===== src/rtl/tcc_pkg.sv =====
package tcc_pkg;

   typedef enum logic [1:0] {
      ST_IDLE   = 2'd0,
      ST_ARMED  = 2'd1,
      ST_POST   = 2'd2,
      ST_FROZEN = 2'd3
   } tcc_state_e;

   localparam int REG_CTRL   = 0;
   localparam int REG_STATUS = 1;
   localparam int REG_RUNLEN = 2;
   localparam int REG_THRESH = 3;
   localparam int REG_DUR    = 4;

endpackage


===== src/rtl/tcc_trigger.sv =====
module tcc_trigger #(
   parameter int SMP_W = 10,
   parameter int CNT_W = 16
) (
   input  logic             clk,
   input  logic             rst_n,
   input  logic             clear,
   input  logic             eval,
   input  logic [SMP_W-1:0] sample,
   input  logic [SMP_W-1:0] thresh,
   input  logic [CNT_W-1:0] dur,
   output logic             fire,
   output logic             triggered
);

   logic [CNT_W-1:0] run_q;
   logic [CNT_W-1:0] run_next;
   logic             above;

   assign above    = sample > thresh;
   assign run_next = (run_q == {CNT_W{1'b1}}) ? run_q : run_q + 1'b1;
   assign fire     = eval && above && (run_next >= dur);

   always_ff @(posedge clk) begin
      if (!rst_n || clear) begin
         run_q     <= '0;
         triggered <= 1'b0;
      end else begin
         if (eval) begin
            run_q <= above ? run_next : '0;
         end
         if (fire) begin
            triggered <= 1'b1;
         end
      end
   end

endmodule


===== src/rtl/tcc_sequencer.sv =====
module tcc_sequencer
   import tcc_pkg::*;
#(
   parameter int DEPTH = 32,
   parameter int CNT_W = 16,
   localparam int IDX_W = $clog2(DEPTH)
) (
   input  logic             clk,
   input  logic             rst_n,
   input  logic             arm,
   input  logic             smp_valid,
   input  logic             fire,
   input  logic [CNT_W-1:0] run_len,
   output tcc_state_e       state,
   output logic             capturing,
   output logic             eval,
   output logic             wr_en,
   output logic [IDX_W-1:0] wr_ptr
);

   logic [CNT_W-1:0] remain_q;

   assign capturing = (state == ST_ARMED) || (state == ST_POST);
   assign wr_en     = smp_valid && capturing && !arm;
   assign eval      = wr_en && (state == ST_ARMED);

   always_ff @(posedge clk) begin
      if (!rst_n) begin
         state    <= ST_IDLE;
         wr_ptr   <= '0;
         remain_q <= '0;
      end else if (arm) begin
         state    <= ST_ARMED;
         wr_ptr   <= '0;
         remain_q <= '0;
      end else if (wr_en) begin
         wr_ptr <= wr_ptr + 1'b1;
         if (state == ST_ARMED) begin
            if (fire) begin
               if (run_len == '0) begin
                  state <= ST_FROZEN;
               end else begin
                  state    <= ST_POST;
                  remain_q <= run_len;
               end
            end
         end else begin
            remain_q <= remain_q - 1'b1;
            if (remain_q == CNT_W'(1)) begin
               state <= ST_FROZEN;
            end
         end
      end
   end

endmodule


===== src/rtl/tcc_ringbuf.sv =====
module tcc_ringbuf #(
   parameter int DEPTH = 32,
   parameter int SMP_W = 10,
   localparam int IDX_W = $clog2(DEPTH)
) (
   input  logic             clk,
   input  logic             we,
   input  logic [IDX_W-1:0] waddr,
   input  logic [SMP_W-1:0] wdata,
   input  logic [IDX_W-1:0] raddr,
   output logic [SMP_W-1:0] rdata
);

   logic [SMP_W-1:0] mem [DEPTH];

   always_ff @(posedge clk) begin
      if (we) begin
         mem[waddr] <= wdata;
      end
   end

   assign rdata = mem[raddr];

endmodule


===== src/rtl/tcc_regs.sv =====
module tcc_regs
   import tcc_pkg::*;
#(
   parameter int          DEPTH    = 32,
   parameter int          SMP_W    = 10,
   parameter int          CNT_W    = 16,
   parameter int          ADR_W    = 12,
   parameter int          DAT_W    = 32,
   parameter logic [11:0] LEN_ADDR = 12'h100,
   parameter logic [11:0] BUF_BASE = 12'h800,
   localparam int IDX_W = $clog2(DEPTH)
) (
   input  logic             clk,
   input  logic             rst_n,
   input  logic             cyc,
   input  logic             stb,
   input  logic             we,
   input  logic [ADR_W-1:0] adr,
   input  logic [DAT_W-1:0] dat_i,
   input  logic             capturing,
   input  logic             triggered,
   input  logic [SMP_W-1:0] buf_rdata,
   output logic [IDX_W-1:0] buf_idx,
   output logic             ack,
   output logic [DAT_W-1:0] dat_o,
   output logic             arm,
   output logic [CNT_W-1:0] run_len,
   output logic [SMP_W-1:0] thresh,
   output logic [CNT_W-1:0] dur
);

   localparam logic [ADR_W-1:0] BASE_V = ADR_W'(BUF_BASE);
   localparam logic [ADR_W-1:0] LEN_V  = ADR_W'(LEN_ADDR);

   logic             req;
   logic             wr;
   logic             buf_hit;
   logic [DAT_W-1:0] rd_mux;
   logic             unused_hi;

   assign req     = cyc && stb && !ack;
   assign wr      = req && we;
   assign arm     = wr && (adr == ADR_W'(REG_CTRL)) && dat_i[0];
   assign buf_hit = adr[ADR_W-1:IDX_W] == BASE_V[ADR_W-1:IDX_W];
   assign buf_idx = adr[IDX_W-1:0];
   assign unused_hi = ^dat_i[DAT_W-1:CNT_W];

   always_comb begin
      rd_mux = '0;
      if (buf_hit) begin
         rd_mux = DAT_W'(buf_rdata);
      end else if (adr == LEN_V) begin
         rd_mux = DAT_W'(DEPTH);
      end else begin
         case (adr)
            ADR_W'(REG_CTRL):   rd_mux = DAT_W'(capturing);
            ADR_W'(REG_STATUS): rd_mux = DAT_W'(triggered);
            ADR_W'(REG_RUNLEN): rd_mux = DAT_W'(run_len);
            ADR_W'(REG_THRESH): rd_mux = DAT_W'(thresh);
            ADR_W'(REG_DUR):    rd_mux = DAT_W'(dur);
            default:            rd_mux = '0;
         endcase
      end
   end

   always_ff @(posedge clk) begin
      if (!rst_n) begin
         ack     <= 1'b0;
         dat_o   <= '0;
         run_len <= '0;
         thresh  <= '0;
         dur     <= '0;
      end else begin
         ack <= req;
         if (req) begin
            dat_o <= rd_mux;
         end
         if (wr) begin
            case (adr)
               ADR_W'(REG_RUNLEN): run_len <= dat_i[CNT_W-1:0];
               ADR_W'(REG_THRESH): thresh  <= dat_i[SMP_W-1:0];
               ADR_W'(REG_DUR):    dur     <= dat_i[CNT_W-1:0];
               default: ;
            endcase
         end
      end
   end

endmodule


===== src/rtl/trig_capture_ctrl.sv =====
module trig_capture_ctrl
   import tcc_pkg::*;
#(
   parameter int          DEPTH    = 32,
   parameter int          SMP_W    = 10,
   parameter int          CNT_W    = 16,
   parameter int          ADR_W    = 12,
   parameter int          DAT_W    = 32,
   parameter logic [11:0] LEN_ADDR = 12'h100,
   parameter logic [11:0] BUF_BASE = 12'h800
) (
   input  logic             clk,
   input  logic             rst_n,
   input  logic [SMP_W-1:0] smp_data,
   input  logic             smp_valid,
   input  logic             wb_cyc_i,
   input  logic             wb_stb_i,
   input  logic             wb_we_i,
   input  logic [ADR_W-1:0] wb_adr_i,
   input  logic [DAT_W-1:0] wb_dat_i,
   output logic [DAT_W-1:0] wb_dat_o,
   output logic             wb_ack_o
);

   localparam int IDX_W = $clog2(DEPTH);

   generate
      if (DEPTH < 2 || (DEPTH & (DEPTH - 1)) != 0) begin : g_bad_depth
         $error("DEPTH must be a power of two of at least 2");
      end
      if ((int'(BUF_BASE) % DEPTH) != 0 || int'(BUF_BASE) + DEPTH > (1 << ADR_W)) begin : g_bad_base
         $error("store aperture must be aligned to DEPTH and fit the address range");
      end
      if (int'(LEN_ADDR) <= REG_DUR || int'(LEN_ADDR) >= (1 << ADR_W) ||
          (int'(LEN_ADDR) >= int'(BUF_BASE) && int'(LEN_ADDR) < int'(BUF_BASE) + DEPTH)) begin : g_bad_len
         $error("length address collides with another register");
      end
      if (DAT_W < SMP_W || DAT_W < CNT_W || CNT_W < IDX_W + 1) begin : g_bad_width
         $error("data bus must hold a sample and a count");
      end
   endgenerate

   logic             arm;
   logic [CNT_W-1:0] run_len;
   logic [SMP_W-1:0] thresh;
   logic [CNT_W-1:0] dur;
   logic             fire;
   logic             triggered;
   logic             capturing;
   logic             eval;
   logic             wr_en;
   logic [IDX_W-1:0] wr_ptr;
   logic [IDX_W-1:0] buf_idx;
   logic [SMP_W-1:0] buf_rdata;
   tcc_state_e       seq_state;

   tcc_regs #(
      .DEPTH(DEPTH), .SMP_W(SMP_W), .CNT_W(CNT_W), .ADR_W(ADR_W),
      .DAT_W(DAT_W), .LEN_ADDR(LEN_ADDR), .BUF_BASE(BUF_BASE)
   ) regs_i (
      .clk(clk), .rst_n(rst_n),
      .cyc(wb_cyc_i), .stb(wb_stb_i), .we(wb_we_i),
      .adr(wb_adr_i), .dat_i(wb_dat_i),
      .capturing(capturing), .triggered(triggered),
      .buf_rdata(buf_rdata), .buf_idx(buf_idx),
      .ack(wb_ack_o), .dat_o(wb_dat_o),
      .arm(arm), .run_len(run_len), .thresh(thresh), .dur(dur)
   );

   tcc_trigger #(.SMP_W(SMP_W), .CNT_W(CNT_W)) trig_i (
      .clk(clk), .rst_n(rst_n), .clear(arm), .eval(eval),
      .sample(smp_data), .thresh(thresh), .dur(dur),
      .fire(fire), .triggered(triggered)
   );

   tcc_sequencer #(.DEPTH(DEPTH), .CNT_W(CNT_W)) seq_i (
      .clk(clk), .rst_n(rst_n), .arm(arm), .smp_valid(smp_valid),
      .fire(fire), .run_len(run_len),
      .state(seq_state), .capturing(capturing), .eval(eval),
      .wr_en(wr_en), .wr_ptr(wr_ptr)
   );

   tcc_ringbuf #(.DEPTH(DEPTH), .SMP_W(SMP_W)) buf_i (
      .clk(clk), .we(wr_en), .waddr(wr_ptr), .wdata(smp_data),
      .raddr(wr_ptr + buf_idx), .rdata(buf_rdata)
   );

endmodule


===== config.mk =====
export PLATFORM = sky130hd
export DESIGN_NAME = trig_capture_ctrl
export DESIGN_NICKNAME = d
export VERILOG_FILES = /design/src/rtl/tcc_pkg.sv /design/src/rtl/tcc_trigger.sv /design/src/rtl/tcc_sequencer.sv /design/src/rtl/tcc_ringbuf.sv /design/src/rtl/tcc_regs.sv /design/src/rtl/trig_capture_ctrl.sv
export SDC_FILE = /design/constraint.sdc
export NUM_CORES = 1
export LEC_CHECK = 0
export BUFFER_PORTS_ARGS = -buffer_cell sky130_fd_sc_hd__clkbuf_2
export CAP_MARGIN = 0
export CORE_MARGIN = 4
export CORE_UTILIZATION = 61
export CTS_CLUSTER_DIAMETER = 80
export DETAILED_ROUTE_END_ITERATION = 7
export PLACE_DENSITY = 0.89
export SETUP_SLACK_MARGIN = 0.5
export SLEW_MARGIN = 10
export SYNTH_ARGS = -nofsm -noshare
export SYNTH_HDL_FRONTEND = slang
export SYNTH_SLANG_ARGS = --single-unit

===== constraint.sdc =====
create_clock -name clk -period 5.25 [get_ports clk]
set_clock_uncertainty 0.2 [all_clocks]
set_input_delay 0.525 -clock clk [delete_from_list [all_inputs] [get_ports clk]]
set_output_delay 0.525 -clock clk [all_outputs]
set_load 0.02 [all_outputs]

==> metrics.txt <==
status=finished clean; Worst IR Drop VDD=between 0.0003 and 0.0004 V; synth warn=0; Routed WL=roughly 43000 microns; post-CTS setup buffer count=0; Post-Synth Simple-Gate Area=0.0874; fin crit period=4.45 ns; Worst Path Max Fanout=10; largest family of logic cells by synthesized area=multiplexers; GRT Util Overall=0.264; Main synth FF type=edfxtp_1; Die Width=about 180 microns; first-pass GRT wire length=roughly 67000 microns; setup slack after layout=approximately 0.8 ns; Setup Crit Path Kind=flop to flop; Switching Share=0.213; top cells by area, synth=edfxtp_1, mux4_2, dfxtp_1; Vias=approximately 11000; initial drt markers=1439; Clock transition at path regs=0.06 ns; Int Power=roughly 5.5 mW; worst path bufs/invs=1; crit share post-route=0.847; Seq cells post-synth=about 420; Synth Area in XOR/XNOR=0.00770; EDFF count, synth=320; post-synthesis compound-gate area fraction=0.0613; antenna violations before repair=0; Least-Margin Pin Slew=between 1 and 1.5 ns; final setup fails=0; pre-CTS setup slack=about 0.81 ns; CP cell instances=and4_1 -> nand4_1 -> nor4_4 -> buf_4 -> mux2_2 -> ha_1 -> nor2b_1 -> o211a_1 -> o311ai_0 -> o211ai_1 -> a31oi_4 -> mux2i_1 -> nor2_1; Die Area=32700 sq um; CP max stage cell=dfxtp_1; die height=~180 microns; post-synthesis cell count=roughly 1200; share of cells above drive strength 1=0.218; Critical Path Start Type=flop; minimum hold slack=0.0532 ns; CTS Sinks=about 420; Setup TNS=0 ns; Worst path top cell family by delay=compound AO/OA/AOI/OAI gates; Vias per Instance=roughly 6.6; Post-CTS Hold Fix Bufs=0; Final ANT Viol Nets=0; mux share of post-synthesis cell area=0.150; setup slack, reg-to-reg=0.80 ns; RSZ-0062 raised after global routing=no; Net Sw Power=roughly 1.5 mW; Seq/Total Area, Yosys=0.637; Max stage delay on crit path=~0.46 ns; floorplan row count=62; Fill cells=1852; hold wc startpoint=wb_dat_i[13]; Yosys cell types=69; Hold Vio Cnt, Final=0; max frequency=around 220 MHz; core area=between 20000 and 30000 sq um; iteration count of the initial detailed-routing pass=6; vias in the first global route=around 11000; Adder-Cell Fraction of Synth Area=0.0272; worst skew pair latency=about 0.55 ns; Synth area leader=edfxtp_1; CP endpoint kind=flop; Flop pwr share=0.512; CTS tree=built; share of power burned in combinational logic=0.048; Synth top area share=0.528; final core occ=0.697; Cell Pwr Density=between 300 and 400 nW/um^2; Max Cap Viol=0; cell area after synthesis=between 15000 and 20000 sq um; Final Wtd Congestion=approximately 0.87; Avg Cell Area, Syn=15.1 sq um; antenna cells=0; Hold/Removal Path Class=primary input to flop; Starting Density=0.625; Worst Path Required=~5.4 ns; port bufs=60; pin count of the biggest net entering global routing=62; reg2reg start=trig_i.run_q[4]$_SDFFE_PP0P_; Slew Limit Fails=0; FFs w/ async S/R, synth=0; CTS H-tree depth=2; drc violations=0; routed len/inst=approximately 26 microns; cts bufs inserted=43; Root Buffer=clkbuf_16; GRT Residual Overflow=0; Arr. time, crit path=between 4 and 5 ns; Area Overhead vs Synth=11.4%; relative slew slack=0.241; CP startpoint=trig_i.run_q[4]$_SDFFE_PP0P_; Gates resized, CTS repair=0; I/O pins=93; LEAKAGE=between 6 and 7 nW; detailed placement HPWL=between 20000 and 30000 microns; Max clock buf depth=3; Nets=between 1000 and 1500; Clk pwr share=0.440
placed cells by master, fill, tap and decap left out, drive strengths merged, types with 4 or more instances in the layout:
master	n
clkinv	18
mux2	11
dfxtp	99
a21o	6
o21ai	24
nand4	8
buf	19
nor2b	32
a221oi	10
and3	5
edfxtp	320
bufinv	5
clkbuf	111
nor3	15
nand2b	9
nand3	23
nor2	83
mux2i	33
nand2	76
a21boi	20
nor4b	4
xnor2	9
nand3b	4
a31oi	7
inv	36
xor2	7
or2	10
nor4	12
a221o	10
ha	38
mux4	101
conb	16
a21oi	41
a211oi	6
and2	14
a22oi	16
layer usage:
metal	routed length, microns	up-vias	global-route usage
met3	4210	94	0.0469
met2	21100	704	0.429
li1	-	4766	-
met1	16500	5562	0.373
met4	1370	0	0.0771
met5	0	-	0
cells in the mapped netlist (4+ instances only):
| cell type | number |
|---|---|
| mux4_2 | 101 |
| a21boi_0 | 18 |
| nor3_1 | 15 |
| nand4_1 | 8 |
| inv_1 | 36 |
| nand2b_1 | 9 |
| clkbuf_1 | 38 |
| a21o_1 | 6 |
| a21oi_1 | 41 |
| edfxtp_1 | 320 |
| a211oi_1 | 5 |
| a221oi_1 | 10 |
| and3_1 | 5 |
| mux2_2 | 11 |
| ha_1 | 38 |
| and2_1 | 14 |
| nor4_1 | 11 |
| nand2_1 | 76 |
| buf_4 | 16 |
| o21ai_0 | 22 |
| a221o_1 | 10 |
| xnor2_1 | 9 |
| a31oi_1 | 6 |
| dfxtp_1 | 99 |
| mux2i_1 | 33 |
| nor2_1 | 82 |
| buf_2 | 11 |
| nor2b_1 | 32 |
| buf_1 | 10 |
| xor2_1 | 7 |
| a22oi_1 | 16 |
| nand3_1 | 22 |
| nand3b_1 | 4 |
| or2_2 | 10 |
worst paths after layout:
check,cells past startpoint,to
hold / removal,3,regs_i.dur[13]$_SDFFE_PN0P_
hold reg to reg,2,seq_i.remain_q[12]$_SDFFE_PP0P_
setup / recovery,13,seq_i.remain_q[1]$_SDFFE_PP0P_
setup reg to reg,13,seq_i.remain_q[1]$_SDFFE_PP0P_
cell type report:
cell class | count | area [sq um] | area share
Sequential cell | 419 | 11600 | 0.572
Timing Repair Buffer | 79 | 468 | 0.0231
Multi-Input combinational cell | 689 | 6180 | 0.305
Clock buffer | 51 | 1130 | 0.0556
Inverter | 36 | 135 | 0.00667
Tap cell | 384 | 480 | 0.0237
Clock inverter | 25 | 284 | 0.0140
state kept, by name (all words and copies together), names as in the netlist:
register	count
regs_i.thresh	10
seq_i.wr_ptr	5
seq_i.state	2
buf_i.mem	320
regs_i.dur	16
seq_i.remain_q	16
regs_i.run_len	16
regs_i.dat_o	16
trig_i.triggered	1
regs_i.ack	1
trig_i.run_q	16
power groups by stage:
stage	Sequential (mW)	Combinational (mW)	Clock, mW
after global placement	3.64	0.309	0
after global routing	3.57	0.355	3.25
after detailed placement	3.64	0.325	0
after CTS	3.57	0.333	3.09
after floorplan	3.65	0.192	0
final	3.57	0.336	3.07
kinds of logic after synthesis:
family	after synthesis
other	1
muxes	145
xor gates and xnor gates	16
buffers and inverters	114
AOI/OAI and AO/OA	161
adders and majority gates	39
DFF	419
and+or+nand+nor	312
through the flow:
step / cell area, sq um / instances / power [mW]
after global routing: 20300 / 1683 / 7.17
after floorplan: 18300 / 1222 / 3.84
final: 20300 / 1683 / 6.97
after CTS: 20300 / 1683 / 6.99
after global placement: 18900 / 1607 / 3.95
after detailed placement: 18900 / 1607 / 3.97
worst min-delay path: stages:
cell      delay [ns]
clkbuf_2        0.09
nand2_1         0.05
a21boi_0        0.07
No activity file was read; power rests on OpenSTA's default activity.
